$ cat src/rtl/phy_mgmt_pkg.sv
// Package: shared constants for the PHY management register pair.
// Assumes a 16-bit register word; bit positions are fixed by the
// management register layout that software decodes.
package phy_mgmt_pkg;
    localparam int REG_W      = 16;
    localparam int ADDR_W     = 5;
    localparam int MII_DW     = 4;

    localparam logic [ADDR_W-1:0] ADDR_CTRL = 5'd0;
    localparam logic [ADDR_W-1:0] ADDR_STAT = 5'd1;

    localparam int CB_PDOWN   = 11;
    localparam int CB_ISO     = 10;
    localparam int CB_COLTST  = 7;

    localparam int SB_LINK    = 2;
    localparam int SB_JABBER  = 1;

    localparam logic [REG_W-1:0] CTRL_RST = 16'h0C00;
endpackage

$ cat src/rtl/phy_mgmt_ctrl_reg.sv
// Module: control word storage.
// Holds power-down, isolate and collision-test bits. While power-down is
// set, only the power-down bit accepts a write. Emits a one-cycle MAC
// reset pulse that lines up with power-down turning on.
// Assumes wr_en is already qualified by the control address.
module phy_mgmt_ctrl_reg
    import phy_mgmt_pkg::*;
(
    input  logic             clk,
    input  logic             rst_n,
    input  logic             wr_en,
    input  logic [REG_W-1:0] wdata,
    output logic [REG_W-1:0] ctrl_word,
    output logic             pdown,
    output logic             iso,
    output logic             coltest,
    output logic             mac_rst
);
    logic set_pdown_evt;

    // Purpose: flag a write that turns power-down on from off.
    always_comb begin
        set_pdown_evt = wr_en && !pdown && wdata[CB_PDOWN];
    end

    // Purpose: update the control bits, honouring the power-down write lock.
    always_ff @(posedge clk) begin
        if (!rst_n) begin
            pdown   <= CTRL_RST[CB_PDOWN];
            iso     <= CTRL_RST[CB_ISO];
            coltest <= CTRL_RST[CB_COLTST];
        end else if (wr_en) begin
            pdown <= wdata[CB_PDOWN];
            if (!pdown) begin
                iso     <= wdata[CB_ISO];
                coltest <= wdata[CB_COLTST];
            end
        end
    end

    // Purpose: MAC reset output, held in reset and pulsed on power-down entry.
    always_ff @(posedge clk) begin
        if (!rst_n) mac_rst <= 1'b1;
        else        mac_rst <= set_pdown_evt;
    end

    // Purpose: assemble the read-back word, reserved bits as zero.
    always_comb begin
        ctrl_word            = '0;
        ctrl_word[CB_PDOWN]  = pdown;
        ctrl_word[CB_ISO]    = iso;
        ctrl_word[CB_COLTST] = coltest;
    end
endmodule

$ cat src/rtl/phy_mgmt_stat_reg.sv
// Module: status word.
// Carries a live link bit and a sticky jabber flag cleared by a status read.
// A new jabber event in the clearing cycle wins. Assumes rd_clr is the
// read strobe already qualified by the status address.
module phy_mgmt_stat_reg
    import phy_mgmt_pkg::*;
(
    input  logic             clk,
    input  logic             rst_n,
    input  logic             link_ok,
    input  logic             jab_evt,
    input  logic             rd_clr,
    output logic             jabber,
    output logic [REG_W-1:0] stat_word
);
    // Purpose: latch jabber events, clear on status read, set has priority.
    always_ff @(posedge clk) begin
        if (!rst_n)       jabber <= 1'b0;
        else if (jab_evt) jabber <= 1'b1;
        else if (rd_clr)  jabber <= 1'b0;
    end

    // Purpose: assemble status word; capability fields stay zero.
    always_comb begin
        stat_word            = '0;
        stat_word[SB_LINK]   = link_ok;
        stat_word[SB_JABBER] = jabber;
    end
endmodule

$ cat src/rtl/phy_mgmt_mii_gate.sv
// Module: combinational MII gating.
// Blocks transmit inputs from the core when isolated or powered down.
// Zeroes the pad-side outputs and drops their output enable when isolated.
// Selects the collision source for collision test. Assumes the pad ring
// turns mii_out_en low into high impedance.
module phy_mgmt_mii_gate #(
    parameter int DW = 4
) (
    input  logic          iso,
    input  logic          run,
    input  logic          coltest,
    input  logic [DW-1:0] mii_txd,
    input  logic          mii_tx_en,
    input  logic          mii_tx_er,
    output logic [DW-1:0] core_txd,
    output logic          core_tx_en,
    output logic          core_tx_er,
    input  logic          core_tx_clk,
    input  logic          core_rx_clk,
    input  logic          core_rx_dv,
    input  logic          core_rx_er,
    input  logic [DW-1:0] core_rxd,
    input  logic          core_col,
    output logic          mii_out_en,
    output logic          mii_tx_clk,
    output logic          mii_rx_clk,
    output logic          mii_rx_dv,
    output logic          mii_rx_er,
    output logic [DW-1:0] mii_rxd,
    output logic          mii_col
);
    logic tx_pass;
    logic col_src;

    // Purpose: transmit-side gating toward the core.
    always_comb begin
        tx_pass    = !iso && run;
        core_txd   = tx_pass ? mii_txd : '0;
        core_tx_en = tx_pass && mii_tx_en;
        core_tx_er = tx_pass && mii_tx_er;
    end

    // Purpose: pad-side outputs and collision source selection.
    always_comb begin
        col_src    = coltest ? mii_tx_en : core_col;
        mii_out_en = !iso;
        mii_tx_clk = mii_out_en && core_tx_clk;
        mii_rx_clk = mii_out_en && core_rx_clk;
        mii_rx_dv  = mii_out_en && core_rx_dv;
        mii_rx_er  = mii_out_en && core_rx_er;
        mii_rxd    = mii_out_en ? core_rxd : '0;
        mii_col    = mii_out_en && col_src;
    end
endmodule

$ cat src/rtl/phy_mgmt_regs.sv
// Module: top of the PHY management register pair.
// Decodes the register port, holds registered read data, and wires the
// control and status words to the MII gating. Assumes one access strobe
// per cycle from a synchronous management engine.
module phy_mgmt_regs
    import phy_mgmt_pkg::*;
(
    input  logic              clk,
    input  logic              rst_n,
    input  logic [ADDR_W-1:0] reg_addr_i,
    input  logic              reg_wr_en_i,
    input  logic [REG_W-1:0]  reg_wdata_i,
    input  logic              reg_rd_en_i,
    output logic [REG_W-1:0]  reg_rdata_o,
    input  logic              link_ok_i,
    input  logic              jabber_evt_i,
    output logic              pwr_down_o,
    output logic              isolate_o,
    output logic              osc_en_o,
    output logic              path_en_o,
    output logic              mac_sm_rst_o,
    input  logic [MII_DW-1:0] mii_txd_i,
    input  logic              mii_tx_en_i,
    input  logic              mii_tx_er_i,
    output logic [MII_DW-1:0] core_txd_o,
    output logic              core_tx_en_o,
    output logic              core_tx_er_o,
    input  logic              core_tx_clk_i,
    input  logic              core_rx_clk_i,
    input  logic              core_rx_dv_i,
    input  logic              core_rx_er_i,
    input  logic [MII_DW-1:0] core_rxd_i,
    input  logic              core_col_i,
    output logic              mii_out_en_o,
    output logic              mii_tx_clk_o,
    output logic              mii_rx_clk_o,
    output logic              mii_rx_dv_o,
    output logic              mii_rx_er_o,
    output logic [MII_DW-1:0] mii_rxd_o,
    output logic              mii_col_o
);
    logic             hit_ctrl, hit_stat;
    logic             ctrl_wr, stat_rd;
    logic [REG_W-1:0] ctrl_word, stat_word, rd_mux;
    logic             pdown_w, iso_w, coltest_w, jabber_w;

    // Purpose: address decode and qualified strobes.
    always_comb begin
        hit_ctrl = (reg_addr_i == ADDR_CTRL);
        hit_stat = (reg_addr_i == ADDR_STAT);
        ctrl_wr  = reg_wr_en_i && hit_ctrl;
        stat_rd  = reg_rd_en_i && hit_stat;
    end

    phy_mgmt_ctrl_reg u_ctrl (
        .clk      (clk),
        .rst_n    (rst_n),
        .wr_en    (ctrl_wr),
        .wdata    (reg_wdata_i),
        .ctrl_word(ctrl_word),
        .pdown    (pdown_w),
        .iso      (iso_w),
        .coltest  (coltest_w),
        .mac_rst  (mac_sm_rst_o)
    );

    phy_mgmt_stat_reg u_stat (
        .clk      (clk),
        .rst_n    (rst_n),
        .link_ok  (link_ok_i),
        .jab_evt  (jabber_evt_i),
        .rd_clr   (stat_rd),
        .jabber   (jabber_w),
        .stat_word(stat_word)
    );

    // Purpose: select read data; unmapped addresses return zero.
    always_comb begin
        if (hit_ctrl)      rd_mux = ctrl_word;
        else if (hit_stat) rd_mux = stat_word;
        else               rd_mux = '0;
    end

    // Purpose: register read data on each read strobe.
    always_ff @(posedge clk) begin
        if (!rst_n)           reg_rdata_o <= '0;
        else if (reg_rd_en_i) reg_rdata_o <= rd_mux;
    end

    // Purpose: drive control outputs from the control word.
    always_comb begin
        pwr_down_o = pdown_w;
        isolate_o  = iso_w;
        osc_en_o   = !pdown_w;
        path_en_o  = !pdown_w;
    end

    phy_mgmt_mii_gate #(.DW(MII_DW)) u_gate (
        .iso        (iso_w),
        .run        (!pdown_w),
        .coltest    (coltest_w),
        .mii_txd    (mii_txd_i),
        .mii_tx_en  (mii_tx_en_i),
        .mii_tx_er  (mii_tx_er_i),
        .core_txd   (core_txd_o),
        .core_tx_en (core_tx_en_o),
        .core_tx_er (core_tx_er_o),
        .core_tx_clk(core_tx_clk_i),
        .core_rx_clk(core_rx_clk_i),
        .core_rx_dv (core_rx_dv_i),
        .core_rx_er (core_rx_er_i),
        .core_rxd   (core_rxd_i),
        .core_col   (core_col_i),
        .mii_out_en (mii_out_en_o),
        .mii_tx_clk (mii_tx_clk_o),
        .mii_rx_clk (mii_rx_clk_o),
        .mii_rx_dv  (mii_rx_dv_o),
        .mii_rx_er  (mii_rx_er_o),
        .mii_rxd    (mii_rxd_o),
        .mii_col    (mii_col_o)
    );
endmodule

$ cat config.mk
export PLATFORM = sky130hd
export DESIGN_NAME = phy_mgmt_regs
export DESIGN_NICKNAME = d
export VERILOG_FILES = /design/src/rtl/phy_mgmt_pkg.sv /design/src/rtl/phy_mgmt_ctrl_reg.sv /design/src/rtl/phy_mgmt_stat_reg.sv /design/src/rtl/phy_mgmt_mii_gate.sv /design/src/rtl/phy_mgmt_regs.sv
export SDC_FILE = /design/constraint.sdc
export NUM_CORES = 1
export LEC_CHECK = 0
export BUFFER_PORTS_ARGS = -buffer_cell sky130_fd_sc_hd__buf_2
export CAP_MARGIN = 10
export CORE_ASPECT_RATIO = 0.9
export CORE_MARGIN = 2
export CORE_UTILIZATION = 32
export CTS_CLUSTER_DIAMETER = 200
export CTS_CLUSTER_SIZE = 10
export DETAILED_ROUTE_END_ITERATION = 12
export MAX_ROUTING_LAYER = met4
export PLACE_DENSITY = 0.8
export SLEW_MARGIN = 20
export SYNTH_ARGS = -nofsm -noshare
export SYNTH_HDL_FRONTEND = slang
export SYNTH_SLANG_ARGS = --single-unit
export TNS_END_PERCENT = 1
$ cat constraint.sdc
create_clock -name clk -period 2.3 [get_ports clk]
set_clock_uncertainty 0.05 [all_clocks]
set_input_delay 0.46 -clock clk [delete_from_list [all_inputs] [get_ports clk]]
set_output_delay 0.46 -clock clk [all_outputs]
set_load 0.005 [all_outputs]
==> flow_summary.json, run 1 <==
{
  "placed_cells": 154,
  "seq_area_sq_um": 200,
  "holdPathEnd": "u_ctrl.iso$_SDFFE_PN1P_",
  "path_clk_slew_ns": 0.06,
  "fmax_ghz": 0.548,
  "path_max_fanout": 14,
  "r2r_slack_ns": 1.14,
  "grt_pass1_vias": 554,
  "reg2regPathDepth": 3,
  "cts_buffer_depth": 2,
  "dp_hpwl_um": 1370,
  "clk-insertion-delay-late_ns": 0.27,
  "vias": 671,
  "post_cts_buffers": 0,
  "drc": 0,
  "hold_start": "reg_wdata_i[10]",
  "power_frac_comb": 0.124,
  "cellLeakagePower_nw": 0.516,
  "die_width_um": 51.2,
  "layout.nets": 176,
  "seq_power_share": 0.463,
  "worst-endpoint-required_ns": 1.79,
  "cts_tree": "built",
  "ir_drop_uv": 310,
  "multiInputGateArea_sq_um": 347,
  "r2r-end": "reg_rdata_o[10]$_SDFFE_PN0P_",
  "yosysTopAreaCellShare": 0.312,
  "area_delta_synth_final_pct": 41.9,
  "yosys-top-cells-area": "dfxtp_1 (31%), buf_4 (14%), nor2b_1 (9.7%)",
  "finalInstanceArea_sq_um": 911,
  "critPathCaptureType": "primary output",
  "final_util": 0.481,
  "numCtsBuffers": 3,
  "fillCellCount": 204,
  "worstSetupStartpointType": "flip-flop",
  "die_area_sq_um": 2380,
  "cp.arrival_ns": 1.31,
  "critPathKind": "flip-flop to primary output",
  "drv_cap": 0,
  "fin_crit_ns": 1.82,
  "synth_cells": 81,
  "post_cts_resized": 0,
  "dr.first_iter.drc_count": 8,
  "slew_viol_final": 0,
  "die_h_um": 46.5,
  "dpl_cell_area_sq_um": 875,
  "hp-class": "input port to flip-flop",
  "avgRoutedWirePerCell_um": 10.4,
  "antenna_found_initial": 0,
  "drive_gt1_frac": 0.444,
  "root_buffer": "clkbuf_4",
  "core_area_sq_um": 1900,
  "rsz0062_at_grt": "no",
  "initial_utilization": 0.339,
  "setup_violations": 0,
  "synth_top_area_cell": "dfxtp_1",
  "hold_depth": 3,
  "final_cells": 158,
  "ys_warn_count": 0,
  "synth_flop_cell": "dfxtp_1",
  "power.density_nw_per_um2": 420,
  "r2r_start": "u_ctrl.iso$_SDFFE_PN1P_",
  "fin_tns_setup_ns": 0,
  "ant_nets": 0,
  "syn_area_per_cell_sq_um": 7.92,
  "p_switching_w": 0.0000852,
  "synth_edf_count": 0,
  "async_flop_share": 0,
  "status": "completed",
  "io_pins": 79,
  "syn_area_sq_um": 642,
  "netlist_top_cells_count": "buf_4 (12), dfxtp_1 (10), nor2b_1 (10), and2_1 (9), inv_1 (7)",
  "final-hold-violation-count": 0,
  "port_buffers": 54,
  "intPower_w": 0.000298,
  "swShare": 0.223,
  "yosysUniqueCellTypes": 21,
  "grt_first_pass_wirelength_um": 2300,
  "synth_seq_area_share": 0.312,
  "gp_congestion": 0.646,
  "gr-usage-all-layers": 0.139,
  "grt_max_degree": 15,
  "numClockSinks": 10,
  "gr-total-overflow": 0,
  "htree_levels": 1,
  "ctsHoldBuffers": 0,
  "n_antenna_cell": 0,
  "postRouteWirelength_um": 1640,
  "synth_most_common_cell": "buf_4",
  "row_count": 15,
  "first_pass_iters": 4,
  "clock_power_share": 0.413,
  "period_share": 0.793,
  "ys_seq_elements": 10,
  "routed_via_density": 4.25
}
routing by layer:
metal	global-route usage	routed length (um)	vias to the layer above	share of wire
met5	-	0	-	0
met4	0.0526	17	0	0.010
met3	0.0617	95	4	0.058
met2	0.234	928	25	0.57
met1	0.147	594	297	0.36
li1	-	-	345	-
area by class of cell:
| class | instances | share of cell area |
|---|---|---|
| multi-input combinational | 58 | 0.380 |
| timing repair buffer | 54 | 0.297 |
| sequential | 10 | 0.220 |
| clock buffer | 4 | 0.0398 |
| tap | 25 | 0.0343 |
| inverter | 7 | 0.0288 |
worst max-delay path, stage by stage, from the launching register on:
cell and delay [ns]:
dfxtp_1 0.57, nor2_1 0.16, and2_1 0.19, buf_2 0.12
logic make-up (layout without fill, tap and decap cells):
group / count (synthesis) / in the layout / synth area share
buffers and inverters: 23 / 65 / 0.207
muxes: 3 / 3 / 0.0468
other: 1 / 11 / 0.00584
DFF: 10 / 10 / 0.312
AOI/OAI and AO/OA: 10 / 10 / 0.115
and+or+nand+nor: 34 / 34 / 0.314
cell usage in the layout, fill, tap and decap left out:
cell and n:
buf_2 54, conb_1 11, nor2b_1 10, dfxtp_1 10, and2_1 9, inv_1 7
nand2_1 5, mux2i_1 3, o32ai_1 3, o21ai_0 3, nand2b_1 3, clkbuf_4 3
nor2_1 2, nand4_1 2, a21boi_0 2, or4_1 1, nor4_1 1, a41oi_1 1
or3_4 1, o311ai_0 1, clkbuf_8 1
power by group through the flow:
stage               clock (W)  combinational, W  sequential (W)
detailed placement          0         0.0000468        0.000181
CTS                  0.000166         0.0000469        0.000177
global route         0.000168         0.0000542        0.000178
global placement            0         0.0000454        0.000181
finish               0.000158         0.0000475        0.000177
floorplan                   0         0.0000329        0.000181
flip-flops by register name, summed over array words and instances, names as in the netlist:
| name | count |
|---|---|
| u_stat.jabber | 1 |
| u_ctrl.iso | 1 |
| u_ctrl.mac_rst | 1 |
| reg_rdata_o | 5 |
| u_ctrl.pdown | 1 |
| u_ctrl.coltest | 1 |
worst max-delay path by stage:
| stage | start | to | slack [ns] | depth (start not counted) |
|---|---|---|---|---|
| 2_1_floorplan | reg_addr_i[1] | u_ctrl.iso$_SDFFE_PN1P_ | 0.53 | 4 |
| 3_3_place_gp | reg_addr_i[1] | u_ctrl.iso$_SDFFE_PN1P_ | 0.39 | 4 |
| 3_5_place_dp | reg_addr_i[1] | u_ctrl.coltest$_SDFFE_PN0P_ | 0.36 | 4 |
| 4_1_cts | u_ctrl.iso$_SDFFE_PN1P_ | core_txd_o[2] | 0.46 | 3 |
| 5_1_grt | u_ctrl.iso$_SDFFE_PN1P_ | core_txd_o[0] | 0.39 | 3 |
| 6_report | u_ctrl.iso$_SDFFE_PN1P_ | core_tx_er_o | 0.48 | 3 |
metrics by stage:
step | hold WS (ns) | setup slack (ns) | power (W)
3_3_place_gp | 0.420 | 0.390 | 0.000227
6_report | 0.390 | 0.476 | 0.000383
4_1_cts | 0.383 | 0.463 | 0.000390
2_1_floorplan | 0.414 | 0.530 | 0.000214
5_1_grt | 0.401 | 0.389 | 0.000400
3_5_place_dp | 0.426 | 0.364 | 0.000228
(Power assumes the default switching activity.)
==> inputs of run 2 (changes only) <==
clock period = 1.8 ns   (was 2.3 ns; I/O delays follow)
==> flow_summary.json, run 2 (synthesis results as in run 1) <==
{
  "fmax_ghz": 0.649,
  "fillCellCount": 194,
  "core_area_sq_um": 1900,
  "port_buffers": 54,
  "slew_viol_final": 0,
  "critPathCaptureType": "primary output",
  "clk-insertion-delay-late_ns": 0.26,
  "row_count": 15,
  "ctsHoldBuffers": 0,
  "ir_drop_uv": 217,
  "final_util": 0.481,
  "die_width_um": 51.2,
  "cp_num_buf_inv": 1,
  "dr.first_iter.drc_count": 2,
  "numCtsBuffers": 3,
  "period_share": 0.856,
  "postRouteWirelength_um": 1540,
  "gp_congestion": 0.672,
  "path_clk_slew_ns": 0.06,
  "regMostFlops": "reg_rdata_o",
  "critPathTopFamily": "simple AND/OR/NAND/NOR gates",
  "antenna_found_initial": 0,
  "critPathMaxStageDelay_ns": 0.36,
  "die_area_sq_um": 2380,
  "fin_tns_setup_ns": 0,
  "worst-endpoint-required_ns": 1.39,
  "grt_first_pass_wirelength_um": 2130,
  "cts_tree": "built",
  "path_cells": "nor2_1 > and2_1 > buf_2",
  "power.density_nw_per_um2": 481,
  "root_buffer": "clkbuf_4",
  "path_max_fanout": 6,
  "gr-total-overflow": 0,
  "fin_crit_ns": 1.54,
  "multiInputGateArea_sq_um": 347,
  "mostFrequentLayoutCells": "buf_2 (54), conb_1 (11), nor2b_1 (10), dfxtp_1 (10), and2_1 (9)",
  "cp.arrival_ns": 1.13,
  "drive_gt1_frac": 0.448,
  "cts_buffer_depth": 2,
  "avgRoutedWirePerCell_um": 9.71,
  "die_h_um": 46.5,
  "initial_utilization": 0.339,
  "worstSetupStartpointType": "flip-flop",
  "critPathKind": "flip-flop to primary output",
  "drc": 0,
  "drv_cap": 0,
  "n_antenna_cell": 0,
  "routed_via_density": 4.15,
  "layout.nets": 178,
  "seq_area_sq_um": 200,
  "numClockSinks": 10,
  "setup_violations": 0,
  "ant_nets": 0,
  "io_pins": 79,
  "largest_reg_flops": 5,
  "area_delta_synth_final_pct": 42.1,
  "post_cts_buffers": 0,
  "status": "completed",
  "htree_levels": 1,
  "cellLeakagePower_nw": 0.517,
  "rsz0062_at_grt": "no",
  "gr-usage-all-layers": 0.125,
  "first_pass_iters": 3,
  "post_cts_resized": 0,
  "dp_hpwl_um": 1320,
  "grt_max_degree": 14,
  "grt_pass1_vias": 524,
  "slowest_stage": "dfxtp_1",
  "vias": 660,
  "mostFrequentLayoutCell": "buf_2",
  "hp-class": "input port to flip-flop",
  "final-hold-violation-count": 0
}
-- run 2: cell count changes in the layout (fill, tap and decap cells not counted) --
cell	previous run	this run
buf_4	0	2
clkbuf_8	1	0
-- run 2: power by group --
group | switching, W | internal (W)
combinational | 0.0000276 | 0.0000330
clock | 0.0000749 | 0.0000771
sequential | 0.00000160 | 0.000225
total | 0.000104 | 0.000335
-- run 2: layout make-up --
type,count,share of cell area
clock buffers,3,0.0247
multi-input cells,58,0.380
flip-flops and latches,10,0.219
well taps,25,0.0343
repair buffers,56,0.313
inverters,7,0.0288
-- run 2: worst register-to-register path, cell delays in order (launching register included) --
cell,delay [ns]
dfxtp_1,0.36
or3_4,0.43
mux2i_1,0.13
-- run 2: final timing paths --
path         depth (start not counted)                          end                   startpoint  slack, ns
max                                  3                core_txd_o[3]    u_ctrl.pdown$_SDFFE_PN1N_       0.26
min                                  3  u_ctrl.coltest$_SDFFE_PN0P_               reg_wdata_i[7]       0.30
max reg2reg                          2      u_ctrl.iso$_SDFFE_PN1P_    u_ctrl.pdown$_SDFFE_PN1N_       0.74
min reg2reg                          2  reg_rdata_o[2]$_SDFFE_PN0P_  reg_rdata_o[2]$_SDFFE_PN0P_       0.43
-- run 2: metrics by stage --
step	std cells	setup WS [ns]	hold WS [ns]	total power (W)	cell area (sq um)
floorplan	91	0.130	0.414	0.000274	679
global placement	156	0.0747	0.421	0.000290	890
detailed placement	156	0.0749	0.424	0.000292	890
CTS	159	0.242	0.297	0.000442	912
global route	159	0.173	0.311	0.000458	912
finish	159	0.258	0.301	0.000439	912
-- run 2: layer usage --
layer / global-route usage / up-vias / part of all wire
li1: - / 348 / -
met1: 0.144 / 295 / 0.39
met2: 0.208 / 15 / 0.56
met3: 0.0292 / 2 / 0.047
met4: 0.0632 / 0 / 0.0026
met5: - / - / 0
==> inputs of run 3 (changes only) <==
CORE_ASPECT_RATIO = 1.1   (was 0.9)
==> flow_summary.json, run 3 (synthesis results as in run 1) <==
{
  "seq_power_share": 0.517,
  "io_pins": 79,
  "fmax_ghz": 0.644,
  "vias": 709,
  "root_buffer": "clkbuf_4",
  "regMostFlops": "reg_rdata_o",
  "first_pass_iters": 4,
  "r2r_slack_ns": 0.72,
  "core_area_sq_um": 1960,
  "finalPower_w": 0.000439,
  "clock_power_share": 0.343,
  "hold-worst-slack_ns": 0.286,
  "grt_pass1_vias": 650,
  "fin_crit_ns": 1.55,
  "ant_nets": 0,
  "numClockSinks": 10,
  "grt_max_degree": 14,
  "die_width_um": 46.7,
  "gp_congestion": 0.769,
  "placed_cells": 159,
  "slowest_stage": "dfxtp_1",
  "critPathTopFamily": "simple AND/OR/NAND/NOR gates",
  "ir_drop_uv": 240,
  "top_layer": "met4",
  "critical_path_depth": 3,
  "post_cts_resized": 0,
  "wl_met3_um": 155,
  "cp.arrival_ns": 1.14,
  "path_clk_slew_ns": 0.06,
  "hp-class": "input port to flip-flop",
  "layout.nets": 178,
  "cts_tree": "built",
  "slew_viol_final": 0,
  "dr.first_iter.drc_count": 9,
  "drc": 0,
  "swShare": 0.236,
  "rsz0062_at_grt": "no",
  "area_delta_synth_final_pct": 42.7,
  "intPower_w": 0.000335,
  "numCtsBuffers": 3,
  "dp_hpwl_um": 1370,
  "final-hold-violation-count": 0,
  "critPathCaptureType": "primary output",
  "die_area_sq_um": 2380,
  "ctsHoldBuffers": 0,
  "fin_tns_setup_ns": 0,
  "mostFrequentLayoutCells": "buf_2 (54), conb_1 (11), nor2b_1 (10), dfxtp_1 (10), and2_1 (9)",
  "final_util": 0.468,
  "antenna_found_initial": 0,
  "post_cts_buffers": 0,
  "htree_levels": 1,
  "status": "completed",
  "avgRoutedWirePerCell_um": 9.85,
  "n_antenna_cell": 0,
  "power_frac_comb": 0.140,
  "die_h_um": 51.0,
  "drv_cap": 0,
  "p_switching_w": 0.000103,
  "power.density_nw_per_um2": 479,
  "period_share": 0.862,
  "cts_buffer_depth": 2,
  "met2_length_um": 850,
  "largest_reg_flops": 5,
  "drive_gt1_frac": 0.448,
  "clk-insertion-delay-late_ns": 0.26,
  "routed_via_density": 4.38,
  "gr-total-overflow": 0,
  "port_buffers": 54,
  "final_cells": 162,
  "reg2regPathDepth": 2,
  "path_max_fanout": 6,
  "worst-endpoint-required_ns": 1.39,
  "gr-usage-all-layers": 0.148,
  "cp_num_buf_inv": 1,
  "critPathKind": "flip-flop to primary output",
  "mostFrequentLayoutCell": "buf_2",
  "wl_met1_um": 560,
  "setup_violations": 0,
  "initial_utilization": 0.328,
  "worstSetupStartpointType": "flip-flop",
  "path_cells": "nor2_1 > and2_1 > buf_2",
  "grt_first_pass_wirelength_um": 2430,
  "fillCellCount": 209,
  "critPathMaxStageDelay_ns": 0.36,
  "postRouteWirelength_um": 1600,
  "hold_depth": 3,
  "cellLeakagePower_nw": 0.517,
  "row_count": 17
}
[run 3: cell counts in the layout (fill, tap and decap cells not counted)]
No cell type changed its count.
[run 3: worst reg2reg max path: cells and delay by family, from the launching register on]
family        cells  cell delay, ns
simple gates      1            0.43
flops             1            0.36
mux               1            0.13
[run 3: cell type report]
type,instances,area (sq um),share of cell area
Tap cell,28,35.0,0.0383
Timing Repair Buffer,56,285,0.311
Clock buffer,3,22.5,0.0246
Sequential cell,10,200,0.219
Inverter,7,26.3,0.0287
Multi-Input combinational cell,58,347,0.378
[run 3: through the flow]
step	worst slack [ns]	instance area (sq um)
global route	0.135	916
floorplan	0.130	679
CTS	0.242	916
global placement	0.0743	893
detailed placement	0.0687	893
finish	0.248	916
[run 3: worst paths after layout]
kind / to / startpoint
worst max-delay path: core_txd_o[2] / u_ctrl.pdown$_SDFFE_PN1N_
worst min-delay path: u_ctrl.coltest$_SDFFE_PN0P_ / reg_wdata_i[7]
worst max register to register: u_ctrl.iso$_SDFFE_PN1P_ / u_ctrl.pdown$_SDFFE_PN1N_
worst min register to register: reg_rdata_o[2]$_SDFFE_PN0P_ / reg_rdata_o[2]$_SDFFE_PN0P_
[run 3: per-layer routing]
layer,up-vias,track usage
li1,349,-
met1,316,0.138
met2,39,0.262
met3,5,0.0389
met4,0,0.0833
met5,-,-
[run 3: power groups by stage]
stage          clock network [W]  registers, W  logic [W]
6_report                0.000151      0.000227  0.0000614
5_1_grt                 0.000166      0.000227  0.0000693
4_1_cts                 0.000154      0.000227  0.0000613
3_5_place_dp                   0      0.000232  0.0000612
3_3_place_gp                   0      0.000231  0.0000590
2_1_floorplan                  0      0.000232  0.0000420
